--- config.mk ---
export PLATFORM = sky130hd
export DESIGN_NAME = mbox_link_top
export DESIGN_NICKNAME = d
export VERILOG_FILES = /design/src/rtl/mbox_pkg.sv /design/src/rtl/mbox_slot.sv /design/src/rtl/mbox_sticky.sv /design/src/rtl/mbox_link_top.sv
export SDC_FILE = /design/constraint.sdc
export NUM_CORES = 1
export LEC_CHECK = 0
export ABC_AREA = 1
export BUFFER_PORTS_ARGS = -buffer_cell sky130_fd_sc_hd__buf_2
export CAP_MARGIN = 20
export CORE_MARGIN = 2
export CORE_UTILIZATION = 45
export DETAILED_ROUTE_END_ITERATION = 12
export PLACE_DENSITY = 0.81
export SETUP_SLACK_MARGIN = 0.05
export SYNTH_ARGS = -nofsm -noshare
export SYNTH_HDL_FRONTEND = slang
export SYNTH_SLANG_ARGS = --single-unit
--- constraint.sdc ---
create_clock -name clk -period 0.9 [get_ports clk]
set_input_delay 0.18 -clock clk [delete_from_list [all_inputs] [get_ports clk]]
set_output_delay 0.18 -clock clk [all_outputs]
set_load 0.01 [all_outputs]
--- src/rtl/mbox_pkg.sv ---
// Package: shared types and constants for the mailbox link.
// Assumes: a single clock domain for both sides of the link.
package mbox_pkg;

    // Default byte width of one mailbox.
    localparam int unsigned MBOX_DATA_W = 8;

    // Number of directions carried by the link.
    localparam int unsigned MBOX_DIRS = 2;

    // Direction indices used by the generate loop in the top.
    localparam int unsigned DIR_DN = 0;
    localparam int unsigned DIR_UP = 1;

    // Protocol-violation events produced by one mailbox in one cycle.
    typedef struct packed {
        logic wr_refused;   // write strobe seen while full
        logic rd_empty;     // read strobe seen while empty
    } slot_evt_t;

endpackage

--- src/rtl/mbox_slot.sv ---
// Module: one single-byte mailbox with a writer side and a reader side.
// What it does: latches a byte on an accepted write. Marks itself full until
// a read takes the byte. Exposes active-low room and available flags, and
// reports refused writes and empty reads as single-cycle events.
// Assumes: strobes are single-cycle pulses, synchronous to clk. When a read
// and a write reach a full slot together, the read wins and the write is
// refused.
module mbox_slot
    import mbox_pkg::*;
#(
    parameter int unsigned DATA_W = MBOX_DATA_W
) (
    input  logic              clk,
    input  logic              rst_n,
    input  logic              wr_stb,
    input  logic [DATA_W-1:0] wr_data,
    input  logic              rd_stb,
    output logic [DATA_W-1:0] rd_data,
    output logic              room_n,
    output logic              avail_n,
    output slot_evt_t         evt
);

    logic              full_q;
    logic [DATA_W-1:0] byte_q;
    logic              wr_take;
    logic              rd_take;

    // Accept decisions: a write is taken only into an empty slot, and a read empties only a full one.
    always_comb begin
        wr_take = wr_stb && !full_q;
        rd_take = rd_stb &&  full_q;
    end

    // Occupancy state: a read clears a full slot, and a write fills an empty one.
    always_ff @(posedge clk) begin
        if (!rst_n) begin
            full_q <= 1'b0;
        end else if (rd_take) begin
            full_q <= 1'b0;
        end else if (wr_take) begin
            full_q <= 1'b1;
        end
    end

    // Data latch: loaded only by an accepted write and kept through reads.
    always_ff @(posedge clk) begin
        if (!rst_n) begin
            byte_q <= '0;
        end else if (wr_take) begin
            byte_q <= wr_data;
        end
    end

    // Outputs: handshake flags from the occupancy bit, read data gated by the strobe.
    always_comb begin
        room_n         = full_q;
        avail_n        = ~full_q;
        rd_data        = rd_stb ? byte_q : '0;
        evt.wr_refused = wr_stb &&  full_q;
        evt.rd_empty   = rd_stb && !full_q;
    end


    wr_fill_chk: assert property (@(posedge clk) disable iff (!rst_n)
        (rst_n && wr_stb && avail_n) |=> (!avail_n && room_n && byte_q == $past(wr_data)));


    rd_drain_chk: assert property (@(posedge clk) disable iff (!rst_n)
        (rst_n && rd_stb && !avail_n) |=> (avail_n && !room_n));


    wr_refused_keep_chk: assert property (@(posedge clk) disable iff (!rst_n)
        (rst_n && wr_stb && room_n) |=> $stable(byte_q));


    rd_empty_keep_chk: assert property (@(posedge clk) disable iff (!rst_n)
        (rst_n && rd_stb && !wr_stb && !room_n) |=> (!room_n && $stable(byte_q)));


    rd_gate_chk: assert property (@(posedge clk) disable iff (!rst_n)
        !rd_stb |-> (rd_data == '0));

endmodule

--- src/rtl/mbox_sticky.sv ---
// Module: a bank of sticky error flags with a shared clear.
// What it does: each bit rises on its set pulse and holds until clr. A set in
// the same cycle as clr wins, so no event is lost.
// Assumes: set pulses are synchronous to clk.
module mbox_sticky #(
    parameter int unsigned N = 4
) (
    input  logic         clk,
    input  logic         rst_n,
    input  logic         clr,
    input  logic [N-1:0] set,
    output logic [N-1:0] flag
);

    for (genvar i = 0; i < N; i++) begin : g_bit
        logic flag_q;

        // Flag storage: set has priority over clear.
        always_ff @(posedge clk) begin
            if (!rst_n) begin
                flag_q <= 1'b0;
            end else if (set[i]) begin
                flag_q <= 1'b1;
            end else if (clr) begin
                flag_q <= 1'b0;
            end
        end

        assign flag[i] = flag_q;


        sticky_set_chk: assert property (@(posedge clk) disable iff (!rst_n)
            (rst_n && set[i]) |=> flag[i]);


        sticky_clr_chk: assert property (@(posedge clk) disable iff (!rst_n)
            (rst_n && clr && !set[i]) |=> !flag[i]);


        sticky_hold_chk: assert property (@(posedge clk) disable iff (!rst_n)
            (rst_n && !clr && !set[i]) |=> $stable(flag[i]));
    end

endmodule

--- src/rtl/mbox_link_top.sv ---
// Module: bidirectional single-byte mailbox link between a master and a slave.
// What it does: instantiates a downstream slot (master writes, slave reads)
// and an upstream slot (slave writes, master reads). Routes their protocol
// events into four sticky flags on the side that caused them.
// Assumes: one shared clock, synchronous active-low reset, single-cycle strobes.
module mbox_link_top
    import mbox_pkg::*;
#(
    parameter int unsigned DATA_W = MBOX_DATA_W
) (
    input  logic              clk,
    input  logic              rst_n,
    input  logic              m_wr_stb,
    input  logic [DATA_W-1:0] m_wr_data,
    input  logic              m_rd_stb,
    output logic [DATA_W-1:0] m_rd_data,
    input  logic              s_wr_stb,
    input  logic [DATA_W-1:0] s_wr_data,
    input  logic              s_rd_stb,
    output logic [DATA_W-1:0] s_rd_data,
    output logic              m_dn_room_n,
    output logic              s_dn_avail_n,
    output logic              s_up_room_n,
    output logic              m_up_avail_n,
    output logic              m_overrun,
    output logic              m_underrun,
    output logic              s_overrun,
    output logic              s_underrun,
    input  logic              err_clr
);

    localparam int unsigned N_STICKY = 2 * MBOX_DIRS;

    logic              wr_stb_a  [MBOX_DIRS];
    logic [DATA_W-1:0] wr_data_a [MBOX_DIRS];
    logic              rd_stb_a  [MBOX_DIRS];
    logic [DATA_W-1:0] rd_data_a [MBOX_DIRS];
    logic              room_a    [MBOX_DIRS];
    logic              avail_a   [MBOX_DIRS];
    slot_evt_t         evt_a     [MBOX_DIRS];
    logic [N_STICKY-1:0] err_set;
    logic [N_STICKY-1:0] err_flag;

    // Side mapping: the master writes downstream and reads upstream.
    always_comb begin
        wr_stb_a[DIR_DN]  = m_wr_stb;
        wr_data_a[DIR_DN] = m_wr_data;
        rd_stb_a[DIR_DN]  = s_rd_stb;
        wr_stb_a[DIR_UP]  = s_wr_stb;
        wr_data_a[DIR_UP] = s_wr_data;
        rd_stb_a[DIR_UP]  = m_rd_stb;
    end

    for (genvar d = 0; d < MBOX_DIRS; d++) begin : g_dir
        mbox_slot #(.DATA_W(DATA_W)) slot_i (
            .clk     (clk),
            .rst_n   (rst_n),
            .wr_stb  (wr_stb_a[d]),
            .wr_data (wr_data_a[d]),
            .rd_stb  (rd_stb_a[d]),
            .rd_data (rd_data_a[d]),
            .room_n  (room_a[d]),
            .avail_n (avail_a[d]),
            .evt     (evt_a[d])
        );
    end

    // Error routing: bit 0 master overrun, 1 slave underrun, 2 slave overrun, 3 master underrun.
    always_comb begin
        err_set[0] = evt_a[DIR_DN].wr_refused;
        err_set[1] = evt_a[DIR_DN].rd_empty;
        err_set[2] = evt_a[DIR_UP].wr_refused;
        err_set[3] = evt_a[DIR_UP].rd_empty;
    end

    mbox_sticky #(.N(N_STICKY)) sticky_i (
        .clk   (clk),
        .rst_n (rst_n),
        .clr   (err_clr),
        .set   (err_set),
        .flag  (err_flag)
    );

    // Port drive: flags and read data from the two slots, sticky bits to their sides.
    always_comb begin
        s_rd_data    = rd_data_a[DIR_DN];
        m_rd_data    = rd_data_a[DIR_UP];
        m_dn_room_n  = room_a[DIR_DN];
        s_dn_avail_n = avail_a[DIR_DN];
        s_up_room_n  = room_a[DIR_UP];
        m_up_avail_n = avail_a[DIR_UP];
        m_overrun    = err_flag[0];
        s_underrun   = err_flag[1];
        s_overrun    = err_flag[2];
        m_underrun   = err_flag[3];
    end


    same_cycle_full_chk: assert property (@(posedge clk) disable iff (!rst_n)
        (rst_n && m_wr_stb && s_rd_stb && !s_dn_avail_n) |=> (!m_dn_room_n && m_overrun));


    same_cycle_empty_chk: assert property (@(posedge clk) disable iff (!rst_n)
        (rst_n && s_wr_stb && m_rd_stb && m_up_avail_n) |=> (!m_up_avail_n && m_underrun));


    up_overrun_chk: assert property (@(posedge clk) disable iff (!rst_n)
        (rst_n && s_wr_stb && s_up_room_n) |=> s_overrun);


    dn_underrun_chk: assert property (@(posedge clk) disable iff (!rst_n)
        (rst_n && s_rd_stb && s_dn_avail_n) |=> s_underrun);

endmodule

# ---- Word level (Yosys, flattened, before mapping)
# Index checks and enable logic that the tools add are counted.
dict set report word_totals {
  regBits 22
  in_bits 23
  elab_cells 34
}
dict set report op_classes {
  mux 7
  bitwise 3
  n_reduce_logical 16
}
# cell n
set ops {}
lappend ops {{two-way mux 8 bit} 2}
lappend ops {{logical AND 1 bit} 8}
lappend ops {{nonzero test 2 bit} 4}
lappend ops {{two-way mux 1 bit} 5}
lappend ops {{OR reduction 2 bit} 2}
lappend ops {{NOT 1 bit} 3}
lappend ops {{zero test 1 bit} 2}

# ---- Depth between registers and ports, before layout
# Gate-level depths: netlist of run 1.
dict set report logic_depth {
  ltp_word 3
  ltp_mapped 4
}

# ---- Hierarchy
# From an unflattened synthesis of run 1, not the netlist that was laid out.
dict set report unflattened {
  hier_cells 178
  hier_area_um2 1081.0
}
# module instances cells_each area_per_inst_um2 seq_area_each_um2
set modules_own_cells {}
lappend modules_own_cells {mbox_slot 2 78 456.7 180.2}
lappend modules_own_cells {mbox_sticky 1 22 167.7 80.1}

# ---- Worst setup path before layout of run 1
# OpenSTA, ideal clock, no wires.
dict set report synth_timing {
  kind {register to register}
  from {register g_dir[1].slot_i.full_q}
  to {register g_dir[1].slot_i.byte_q[0]}
  setup_time_ns 0.064
  arrival_time_ns 0.788
  path_slack_ns 0.049
  path_stages_with_launch 5
  path_cell_list {dfxtp_1 inv_4 nand3_1 nand2_1 nor2_1}
}
dict set report synth_via {
  elab_chain_cells 2
}
# item line
set synth_lines {}
lappend synth_lines {{start, declared} mbox_slot.sv:24} ;# logic full_q;
lappend synth_lines {{start signal, assigned} mbox_slot.sv:38} ;# full_q <= 1'b0;
lappend synth_lines {{start signal, assigned} mbox_slot.sv:40} ;# full_q <= 1'b0;
lappend synth_lines {{start signal, assigned} mbox_slot.sv:42} ;# full_q <= 1'b1;
lappend synth_lines {{zero test 1 bit} mbox_slot.sv:31} ;# wr_take = wr_stb && !full_q;
lappend synth_lines {{logical AND 1 bit} mbox_slot.sv:31}
lappend synth_lines {{end signal, assigned} mbox_slot.sv:51} ;# byte_q <= wr_data;
lappend synth_lines {{end, declared} mbox_slot.sv:25} ;# logic [DATA_W-1:0] byte_q;
# Every way passes these cells.
# A chain may end at the register's enable or synchronous reset.

# ---- Worst setup path after layout of run 1
dict set report layout_timing {
  from {register g_dir[0].slot_i.byte_q[7]}
  to {output port s_rd_data[7]}
}
dict set report layout_via {
  elab_chain_cells 1
}
# item line
set layout_lines {}
lappend layout_lines {{start, declared} mbox_slot.sv:25}
lappend layout_lines {{start signal, assigned} mbox_slot.sv:51}
lappend layout_lines {{two-way mux 8 bit} mbox_slot.sv:59} ;# rd_data = rd_stb ? byte_q : '0;
lappend layout_lines {{end, declared} mbox_link_top.sv:20} ;# output logic [DATA_W-1:0] s_rd_data,
# Every way passes these cells.

==> impl_metrics.env, run 1 <==
export IMPL_placementRows=17
export IMPL_worst_clock_skew_ps=4.26
export IMPL_synth_enable_flop_cells=0
export IMPL_grt_start_max_net_pins=13
export IMPL_hold_path_startpoint="err_clr"
export IMPL_cts_htree_levels=1
export IMPL_worstMarginPinSlew_ps=216
export IMPL_finalHoldViolCount=0
export IMPL_status="finished, violations left"
export IMPL_fin_cells=247
export IMPL_num_antenna_cells=0
export IMPL_core_area_sq_mm=0.00221
export IMPL_area_growth_pct=48.0
export IMPL_list_of_cells_traversed_by_the_critical_path="nand2_1 -> inv_1 -> buf_2"
export IMPL_critical_path_top_delay_family="flip-flops"
export IMPL_grt_first_pass_wirelength_mm=3.64
export IMPL_worstPathMaxFanout=2
export IMPL_cellLeakagePower_nw=0.932
export IMPL_fp_dieH_um=52.2
export IMPL_crit_reg2reg_capture="g_dir[0].slot_i.byte_q[7]"
export IMPL_post_route_drc_count=0
export IMPL_clk_root_buffer_cell="sky130_fd_sc_hd__clkbuf_4"
export IMPL_hold_ws_ps=157
export IMPL_arrival_ps=880
export IMPL_cts_sink_count=22
export IMPL_floorplan_die_width_um=52.2
export IMPL_max_cap_viol_count=0
export IMPL_synthMostInstantiatedCell="sky130_fd_sc_hd__nand2_1"
export IMPL_r2r_setup_slack_ps=-60
export IMPL_num_nets_final=243
export IMPL_syn_mean_instance_area_sq_um=6.30
export IMPL_critPathBufInv=2
export IMPL_netlist_area_leader_share_pct=42.1
export IMPL_worst_ep_required_time_ps=720
export IMPL_rsz_0062_raised_after_global_routing="yes"
export IMPL_initial_core_util_pct=47.3
export IMPL_layout_worst_path_cycle_share_pct=118
export IMPL_numPlacedInstances=237
export IMPL_setup_slack_ps=-163
export IMPL_post_route_min_period_ps=1060
export IMPL_port_buffer_count=46
export IMPL_setup_violations=33
export IMPL_initialDrtViolationCount=13
export IMPL_overflow=0
export IMPL_maxSlewHeadroom_pct=85.5
export IMPL_grt_antenna_before_repair=0
export IMPL_detail_route_antenna_nets=0
export IMPL_route_detailed_wl_per_inst_um=9.89
export IMPL_crit_path_max_incr_delay_ps=360
export IMPL_cts_made_buffers=3
export IMPL_detail_route_first_pass_iterations=4
export IMPL_finalMaxSlewViolations=0
export IMPL_sequential_cell_area_fraction_in_the_yosys_report_pct=42.1
export IMPL_clk_path_buf_depth=2
export IMPL_number_of_cells_on_the_worst_reg_to_reg_path=4
export IMPL_syn_num_nets=189
export IMPL_drt_vias_per_instance=4.42
export IMPL_hold_path_endpoint="sticky_i.g_bit[3].flag_q"
export IMPL_crit_slowest_cell="sky130_fd_sc_hd__dfxtp_2"
export IMPL_fmax_mhz=941
export IMPL_kind_of_end_point_of_the_critical_path="primary output"
export IMPL_power_density_mw_per_mm2=1410
export IMPL_peakVddDrop_mv=0.852
export IMPL_postSynth_topFlopCell="sky130_fd_sc_hd__dfxtp_1"
export IMPL_postSynthRegisterBits=22
export IMPL_synth_area_top_cells="sky130_fd_sc_hd__dfxtp_1, sky130_fd_sc_hd__nand2_1, sky130_fd_sc_hd__inv_1, sky130_fd_sc_hd__nor2_1, sky130_fd_sc_hd__nand3_1"
export IMPL_number_of_global_route_vias_before_repair=901
export IMPL_violations_in_the_final_reports="setup timing"
export IMPL_routed_wirelength_mm=2.44
export IMPL_synth_distinct_cells=14
export IMPL_post_synth_instance_area_sq_mm=0.00105
export IMPL_gp_congestion=0.713
export IMPL_ys_warn_count=0
export IMPL_clkLatencyLatePin_ps=300
export IMPL_clkSlewWorstSetupHoldPaths_ps=120
export IMPL_dp_final_hpwl_mm=1.64
export IMPL_whs_path_depth=4
export IMPL_criticalPathCategory="flip-flop to primary output"
export IMPL_origin_of_the_critical_flop_to_flop_path="g_dir[0].slot_i.room_n"
export IMPL_top_cell_type_by_total_area_after_synthesis="sky130_fd_sc_hd__dfxtp_1"
export IMPL_synth_top_cells_by_count="sky130_fd_sc_hd__nand2_1, sky130_fd_sc_hd__inv_1, sky130_fd_sc_hd__nor2_1"
export IMPL_grt_total_usage_pct=17.7
export IMPL_netlist_instances=166
export IMPL_timing_critical_path_from_type="flip-flop"
export IMPL_floorplan_io_pins=47
export IMPL_design_die_area_sq_mm=0.00273
export IMPL_synth_async_reset_ratio_pct=0
export IMPL_overall_via_count_from_detail_route=1091
export IMPL_hold_path_class="input port to flip-flop"
export IMPL_drive_above_1_share_pct=45.2
export IMPL_clock_tree_from_tritoncts="yes"
-- worst reg2reg max path, stage by stage, from the launching register on --
cell                      delay (ps)
sky130_fd_sc_hd__dfxtp_4         390
sky130_fd_sc_hd__buf_6           130
sky130_fd_sc_hd__nor2_4          210
sky130_fd_sc_hd__nor2_1          100
sky130_fd_sc_hd__nor2_1           90
-- stage by stage --
step	total power [W]	util, %	setup TNS, ps	worst slack [ps]	instance area (sq um)
finish	0.00218	70.0	-2940	-163	1550
CTS	0.00213	66.3	-3050	-160	1470
floorplan	0.00138	-	0	55.5	1050
global route	0.00229	70.0	-4930	-200	1550
detailed placement	0.00153	59.2	-13.2	-13.2	1310
global placement	0.00152	59.2	0	52.2	1310
-- metal layers --
layer	global-route usage, %	routed length [um]
met2	29.7	1180
met3	2.86	142
met4	7.26	12
met5	0	0
met1	22.4	1110
-- sequential cells by signal (all words and copies together), names as in the netlist --
register / cells
g_dir.slot_i.room_n: 2
g_dir.slot_i.byte_q: 16
sticky_i.g_bit.flag_q: 4
-- timing repair --
| action | CTS | global route |
|---|---|---|
| buffers inserted | 3 | 3 |
| pin swaps | 8 | 18 |
| resized for setup | 36 | 21 |
| hold buffers | 0 | 0 |
| setup endpoints to repair | 32 | 41 |
-- power by group --
group | internal (W) | switching, W | total, W
logic | 0.000258 | 0.000264 | 0.000522
registers | 0.00107 | 0.0000562 | 0.00112
clock network | 0.000246 | 0.000288 | 0.000535
total | 0.00157 | 0.000608 | 0.00218
-- layout by cell type, fill, tap and decap left out, drive strengths merged --
cell,netlist,final
nor3b,2,2
dfxtp,22,22
nor2,36,36
nand3,16,16
clkinv,0,2
clkbuf,0,4
a21oi,4,4
nand2,42,42
buf,6,55
inv,38,36
-- how the worst max path moves through the flow --
| stage | from | end | slack (ps) | depth (start not counted) |
|---|---|---|---|---|
| after detailed placement | g_dir[0].slot_i.room_n | g_dir[0].slot_i.byte_q[7] | -10 | 3 |
| final | g_dir[0].slot_i.byte_q[7] | s_rd_data[7] | -160 | 3 |
| after floorplan | g_dir[0].slot_i.room_n | g_dir[0].slot_i.byte_q[7] | 60 | 4 |
| after global placement | g_dir[0].slot_i.room_n | g_dir[0].slot_i.byte_q[6] | 50 | 3 |
| after CTS | g_dir[0].slot_i.byte_q[7] | s_rd_data[7] | -160 | 3 |
| after global routing | g_dir[0].slot_i.byte_q[7] | s_rd_data[7] | -200 | 3 |
-- final cells by class --
class,instances,area (sq um)
Multi-Input combinational cell,100,448
Fill cell,205,664
Inverter,38,153
Timing Repair Buffer,55,403
Tap cell,28,35.0
Sequential cell,22,473
Clock buffer,4,36.3
-- cells by family after synthesis --
group,count (synthesis),share of synthesized area (%)
AOI/OAI and AO/OA,4,1.91
buffers and inverters,44,17.5
DFF,22,42.1
and+or+nand+nor,96,38.5
Note: power is estimated with default switching activity, not from simulation.
==> run 2, diff against run 1 <==
- clock period: 0.9 -> 1.2 ns (I/O delays scaled with it)
==> run 2 against run 1 <==
Compared with the run above:
- power is 21% lower
- first-iteration DRC count grew 31%
- critical path depth is 1 lower
- largest cell class unchanged
- critical path type unchanged
- the run now ends clean
- sequential share of layout area is 1.5 points higher
- hold slack improved by 72 ps
- worst setup slack improved by 260 ps
- die area is the same
==> impl_metrics.env, run 2 (synthesis results as in run 1) <==
export IMPL_cts_made_buffers=3
export IMPL_sum_of_negative_setup_slack_ps=0
export IMPL_grt_first_pass_wirelength_mm=3.50
export IMPL_layout_worst_path_cycle_share_pct=92.0
export IMPL_post_route_drc_count=0
export IMPL_detail_route_antenna_nets=0
export IMPL_number_of_filler_instances_in_the_final_layout=208
export IMPL_initial_core_util_pct=47.3
export IMPL_routed_wirelength_mm=2.22
export IMPL_clock_tree_from_tritoncts="yes"
export IMPL_worstMarginPinSlew_ps=339
export IMPL_critPathBufInv=2
export IMPL_power_density_mw_per_mm2=1190
export IMPL_placementRows=17
export IMPL_overflow=0
export IMPL_fp_dieH_um=52.2
export IMPL_cts_sink_count=22
export IMPL_design_power_total_w=0.00172
export IMPL_status="complete, no violations"
export IMPL_max_cap_viol_count=0
export IMPL_number_of_global_route_vias_before_repair=874
export IMPL_setup_violations=0
export IMPL_worst_clock_skew_ps=8.82
export IMPL_number_of_flip_flops_in_the_largest_register=16
export IMPL_most_common_layout_cells="sky130_fd_sc_hd__nand2_1, sky130_fd_sc_hd__buf_2, sky130_fd_sc_hd__nor2_1, sky130_fd_sc_hd__inv_1, sky130_fd_sc_hd__nand3_1"
export IMPL_cts_htree_levels=1
export IMPL_numPlacedInstances=236
export IMPL_drt_vias_per_instance=4.53
export IMPL_clkLatencyLatePin_ps=300
export IMPL_clk_root_buffer_cell="sky130_fd_sc_hd__clkbuf_4"
export IMPL_rsz_0062_raised_after_global_routing="yes"
export IMPL_post_route_min_period_ps=1100
export IMPL_core_area_sq_mm=0.00221
export IMPL_floorplan_die_width_um=52.2
export IMPL_num_nets_final=240
export IMPL_worst_ep_required_time_ps=960
export IMPL_hold_ws_ps=229
export IMPL_hold_path_class="input port to flip-flop"
export IMPL_initialDrtViolationCount=17
export IMPL_overall_via_count_from_detail_route=1106
export IMPL_route_detailed_wl_per_inst_um=9.09
export IMPL_fin_cells=244
export IMPL_layout_commonest_cell="sky130_fd_sc_hd__nand2_1"
export IMPL_clk_path_buf_depth=2
export IMPL_finalMaxSlewViolations=0
export IMPL_port_buffer_count=46
export IMPL_floorplan_io_pins=47
export IMPL_grt_antenna_before_repair=0
export IMPL_design_die_area_sq_mm=0.00273
export IMPL_cellLeakagePower_nw=0.913
export IMPL_criticalPathCategory="flip-flop to primary output"
export IMPL_list_of_cells_traversed_by_the_critical_path="inv_8 -> buf_6"
export IMPL_timing_critical_path_from_type="flip-flop"
export IMPL_grt_total_usage_pct=16.8
export IMPL_arrival_ps=860
export IMPL_fmax_mhz=906
export IMPL_num_antenna_cells=0
export IMPL_critical_path_top_delay_family="flip-flops"
export IMPL_peakVddDrop_mv=0.845
export IMPL_clkSlewWorstSetupHoldPaths_ps=120
export IMPL_crit_path_max_incr_delay_ps=410
export IMPL_max_flop_register="g_dir.slot_i.byte_q"
export IMPL_gp_congestion=0.691
export IMPL_finalHoldViolCount=0
export IMPL_dp_final_hpwl_mm=1.57
export IMPL_area_growth_pct=39.0
export IMPL_maxSlewHeadroom_pct=77.4
export IMPL_grt_start_max_net_pins=18
export IMPL_crit_slowest_cell="sky130_fd_sc_hd__dfxtp_4"
export IMPL_drive_above_1_share_pct=38.0
export IMPL_detail_route_first_pass_iterations=4
export IMPL_worstPathMaxFanout=5
export IMPL_kind_of_end_point_of_the_critical_path="primary output"
==> run 2: worst paths after layout <==
check,from,end,slack [ps],depth (start not counted)
setup / recovery,g_dir[0].slot_i.room_n,s_dn_avail_n,100,2
hold / removal,err_clr,sticky_i.g_bit[1].flag_q,230,4
setup reg to reg,g_dir[0].slot_i.room_n,g_dir[0].slot_i.byte_q[1],130,4
hold reg to reg,sticky_i.g_bit[1].flag_q,sticky_i.g_bit[1].flag_q,470,2
==> run 2: worst min-delay path, stage by stage <==
cell,delay [ps]
sky130_fd_sc_hd__buf_2,70
sky130_fd_sc_hd__inv_1,60
sky130_fd_sc_hd__nand2_1,60
sky130_fd_sc_hd__a21oi_1,50
==> run 2: what timing repair did <==
item / in CTS / in global routing
setup buffers: 2 / 2
hold buffers: 0 / 0
hold endpoints to repair: 0 / 0
endpoints found under the setup margin: 4 / 17
gates resized for setup: 8 / 25
==> run 2: layout make-up <==
cell class              instances  area, sq um  share of cell area [%]
inverters                      38          155                    10.7
flip-flops and latches         22          467                    32.1
clock inverters                 1         30.0                    2.07
well taps                      28         35.0                    2.41
multi-input cells             100          425                    29.3
repair buffers                 52          319                    21.9
clock buffers                   3         22.5                    1.55
==> run 2: power by group <==
part           leakage [nW]  total (W)  switching [W]  internal, W
combinational         0.697   0.000344       0.000186     0.000158
clock                0.0279   0.000549       0.000212     0.000337
sequential            0.188   0.000831      0.0000347     0.000796
total                 0.913    0.00172       0.000432      0.00129
==> run 2: layer usage <==
layer / track usage (%) / vias up / share of wire [%]
met2: 29.7 / 38 / 49
met4: 3.85 / 0 / 0
met5: 0 / - / 0
li1: - / 580 / -
met1: 21.3 / 488 / 44
met3: 2.86 / 0 / 6.9
==> run 2: stage by stage <==
| stage | utilization (%) | setup slack, ps | cell area (sq um) |
|---|---|---|---|
| 4_1_cts | 62.3 | 52.8 | 1380 |
| 6_report | 65.7 | 96.0 | 1450 |
| 2_1_floorplan | - | 349 | 1050 |
| 3_5_place_dp | 58.3 | 235 | 1290 |
| 5_1_grt | 65.7 | 34.9 | 1450 |
| 3_3_place_gp | 58.3 | 266 | 1290 |
==> run 3, diff against run 2 <==
- CORE_MARGIN: 2 -> not set
==> run 3 against run 2 <==
Compared with the run above:
- sequential power about the same
- clock-buffer cell count up 1
- combinational power shrank 2%
- critical path depth did not move
- register-to-register slack hardly changed
- sequential share of layout area increased by 0.68 points
- first-iteration DRC count down 59%
- worst setup slack worse by 6.4 ps
- die area down 7.5%
- largest power group unchanged
- critical endpoint unchanged
==> impl_metrics.env, run 3 (synthesis results as in run 1) <==
export IMPL_status="complete, no violations"
export IMPL_clkSlewWorstSetupHoldPaths_ps=120
export IMPL_arrival_ps=870
export IMPL_number_of_global_route_vias_before_repair=842
export IMPL_max_cap_viol_count=0
export IMPL_timing_critical_path_from_type="flip-flop"
export IMPL_worstMarginPinSlew_ps=331
export IMPL_grt_antenna_before_repair=0
export IMPL_crit_slowest_cell="sky130_fd_sc_hd__dfxtp_4"
export IMPL_route_detailed_wl_per_inst_um=8.70
export IMPL_switching_power_w=0.000432
export IMPL_power_density_mw_per_mm2=1100
export IMPL_layout_worst_path_cycle_share_pct=92.5
export IMPL_worst_ep_required_time_ps=960
export IMPL_gp_congestion=0.760
export IMPL_fp_dieH_um=50.2
export IMPL_rsz_0062_raised_after_global_routing="yes"
export IMPL_core_area_sq_mm=0.00219
export IMPL_hold_path_class="input port to flip-flop"
export IMPL_kind_of_end_point_of_the_critical_path="primary output"
export IMPL_num_antenna_cells=0
export IMPL_fin_cells=247
export IMPL_peakVddDrop_mv=0.727
export IMPL_seq_power_share_pct=53.1
export IMPL_critPathBufInv=2
export IMPL_post_cts_hold_buffer_count=0
export IMPL_clk_root_buffer_cell="sky130_fd_sc_hd__clkbuf_4"
export IMPL_list_of_cells_traversed_by_the_critical_path="inv_8 -> buf_6"
export IMPL_power_report_internal_total_w=0.00114
export IMPL_cts_made_buffers=3
export IMPL_setup_slack_ps=89.7
export IMPL_num_nets_final=243
export IMPL_numPlacedInstances=235
export IMPL_fmax_mhz=901
export IMPL_number_of_filler_instances_in_the_final_layout=222
export IMPL_crit_path_max_incr_delay_ps=420
export IMPL_floorplan_io_pins=47
export IMPL_number_of_flip_flops_in_the_largest_register=16
export IMPL_drt_vias_per_instance=4.42
export IMPL_sum_of_negative_setup_slack_ps=0
export IMPL_max_flop_register="g_dir.slot_i.byte_q"
export IMPL_worst_clock_skew_ps=3.85
export IMPL_post_route_drc_count=0
export IMPL_critical_path_top_delay_family="flip-flops"
export IMPL_post_route_min_period_ps=1110
export IMPL_grt_total_usage_pct=18.1
export IMPL_dp_final_hpwl_mm=1.53
export IMPL_power_share_combinational_pct=21.5
export IMPL_cts_sink_count=22
export IMPL_cellLeakagePower_nw=0.919
export IMPL_overflow=0
export IMPL_routed_wirelength_mm=2.15
export IMPL_pre_cts_slack_ps=245
export IMPL_area_growth_pct=36.5
export IMPL_clkLatencyLatePin_ps=300
export IMPL_initialDrtViolationCount=7
export IMPL_maxSlewHeadroom_pct=77.9
export IMPL_finalMaxSlewViolations=0
export IMPL_clk_path_buf_depth=2
export IMPL_design_power_total_w=0.00157
export IMPL_detail_route_first_pass_iterations=4
export IMPL_finalHoldViolCount=0
export IMPL_cts_htree_levels=1
export IMPL_clock_tree_from_tritoncts="yes"
export IMPL_detail_route_antenna_nets=0
export IMPL_initial_core_util_pct=47.7
export IMPL_clkPwrFrac_pct=25.4
export IMPL_placementRows=17
export IMPL_layout_commonest_cell="sky130_fd_sc_hd__buf_2"
export IMPL_floorplan_die_width_um=50.2
export IMPL_layout_core_utilization_pct=65.2
export IMPL_most_common_layout_cells="sky130_fd_sc_hd__buf_2, sky130_fd_sc_hd__nand2_1, sky130_fd_sc_hd__inv_1, sky130_fd_sc_hd__nor2_1"
export IMPL_r2r_setup_slack_ps=130
export IMPL_grt_first_pass_wirelength_mm=3.48
export IMPL_worstPathMaxFanout=5
export IMPL_port_buffer_count=46
export IMPL_setup_violations=0
export IMPL_overall_via_count_from_detail_route=1092
export IMPL_grt_start_max_net_pins=18
export IMPL_switching_share_of_power_pct=27.5
export IMPL_criticalPathCategory="flip-flop to primary output"
export IMPL_drive_above_1_share_pct=37.9
export IMPL_design_die_area_sq_mm=0.00252
[run 3: changes by cell type in the layout (fill, tap and decap cells not counted), moves of 2 or more]
| cell | before | now |
|---|---|---|
| sky130_fd_sc_hd__inv_1 | 33 | 35 |
| sky130_fd_sc_hd__buf_6 | 7 | 2 |
| sky130_fd_sc_hd__buf_2 | 39 | 44 |
| sky130_fd_sc_hd__buf_4 | 6 | 9 |
| sky130_fd_sc_hd__inv_2 | 3 | 1 |
[run 3: cell type report]
class	instances	area, sq um	share of cell area [%]
Tap cell	28	35.0	2.45
Sequential cell	22	468	32.8
Clock buffer	4	36.3	2.54
Inverter	38	155	10.9
Multi-Input combinational cell	100	423	29.6
Timing Repair Buffer	55	310	21.7
[run 3: power by group through the flow]
stage               combinational, W  clock [W]  sequential [W]
floorplan                   0.000192          0        0.000842
global placement            0.000292          0        0.000839
detailed placement          0.000297          0        0.000841
CTS                         0.000314   0.000413        0.000823
global route                0.000384   0.000452        0.000843
finish                      0.000338   0.000400        0.000834
[run 3: worst min-delay path, cell delays in order]
cell and delay, ps:
sky130_fd_sc_hd__buf_2 70, sky130_fd_sc_hd__inv_1 60, sky130_fd_sc_hd__nand2_1 60, sky130_fd_sc_hd__a21oi_1 60
[run 3: stage by stage]
step / instance area (sq um) / hold WS [ps]
2_1_floorplan: 1050 / 434
3_5_place_dp: 1280 / 458
4_1_cts: 1350 / 215
6_report: 1430 / 221
5_1_grt: 1430 / 226
3_3_place_gp: 1280 / 453
[run 3: worst paths after layout]
path,start,end,depth (start not counted)
setup / recovery,g_dir[0].slot_i.room_n,s_dn_avail_n,2
hold / removal,err_clr,sticky_i.g_bit[3].flag_q,4
setup reg to reg,g_dir[0].slot_i.room_n,g_dir[0].slot_i.byte_q[0],4
hold reg to reg,sticky_i.g_bit[1].flag_q,sticky_i.g_bit[1].flag_q,2
[run 3: repair_timing]
| item | 4_1_cts | 5_1_grt |
|---|---|---|
| setup buffers | 2 | 6 |
| resized for setup | 8 | 18 |
| pin swaps | 0 | 0 |
| cloned | 0 | 0 |
| setup endpoints to repair | 4 | 18 |
[run 3: metal layers]
metal / vias up / share of wire, % / global-route usage, %
met1: 463 / 47 / 22.9
li1: 586 / - / -
met2: 39 / 46 / 30.0
met4: 0 / 1.1 / 7.14
met3: 4 / 6.0 / 3.33
met5: - / 0 / 0
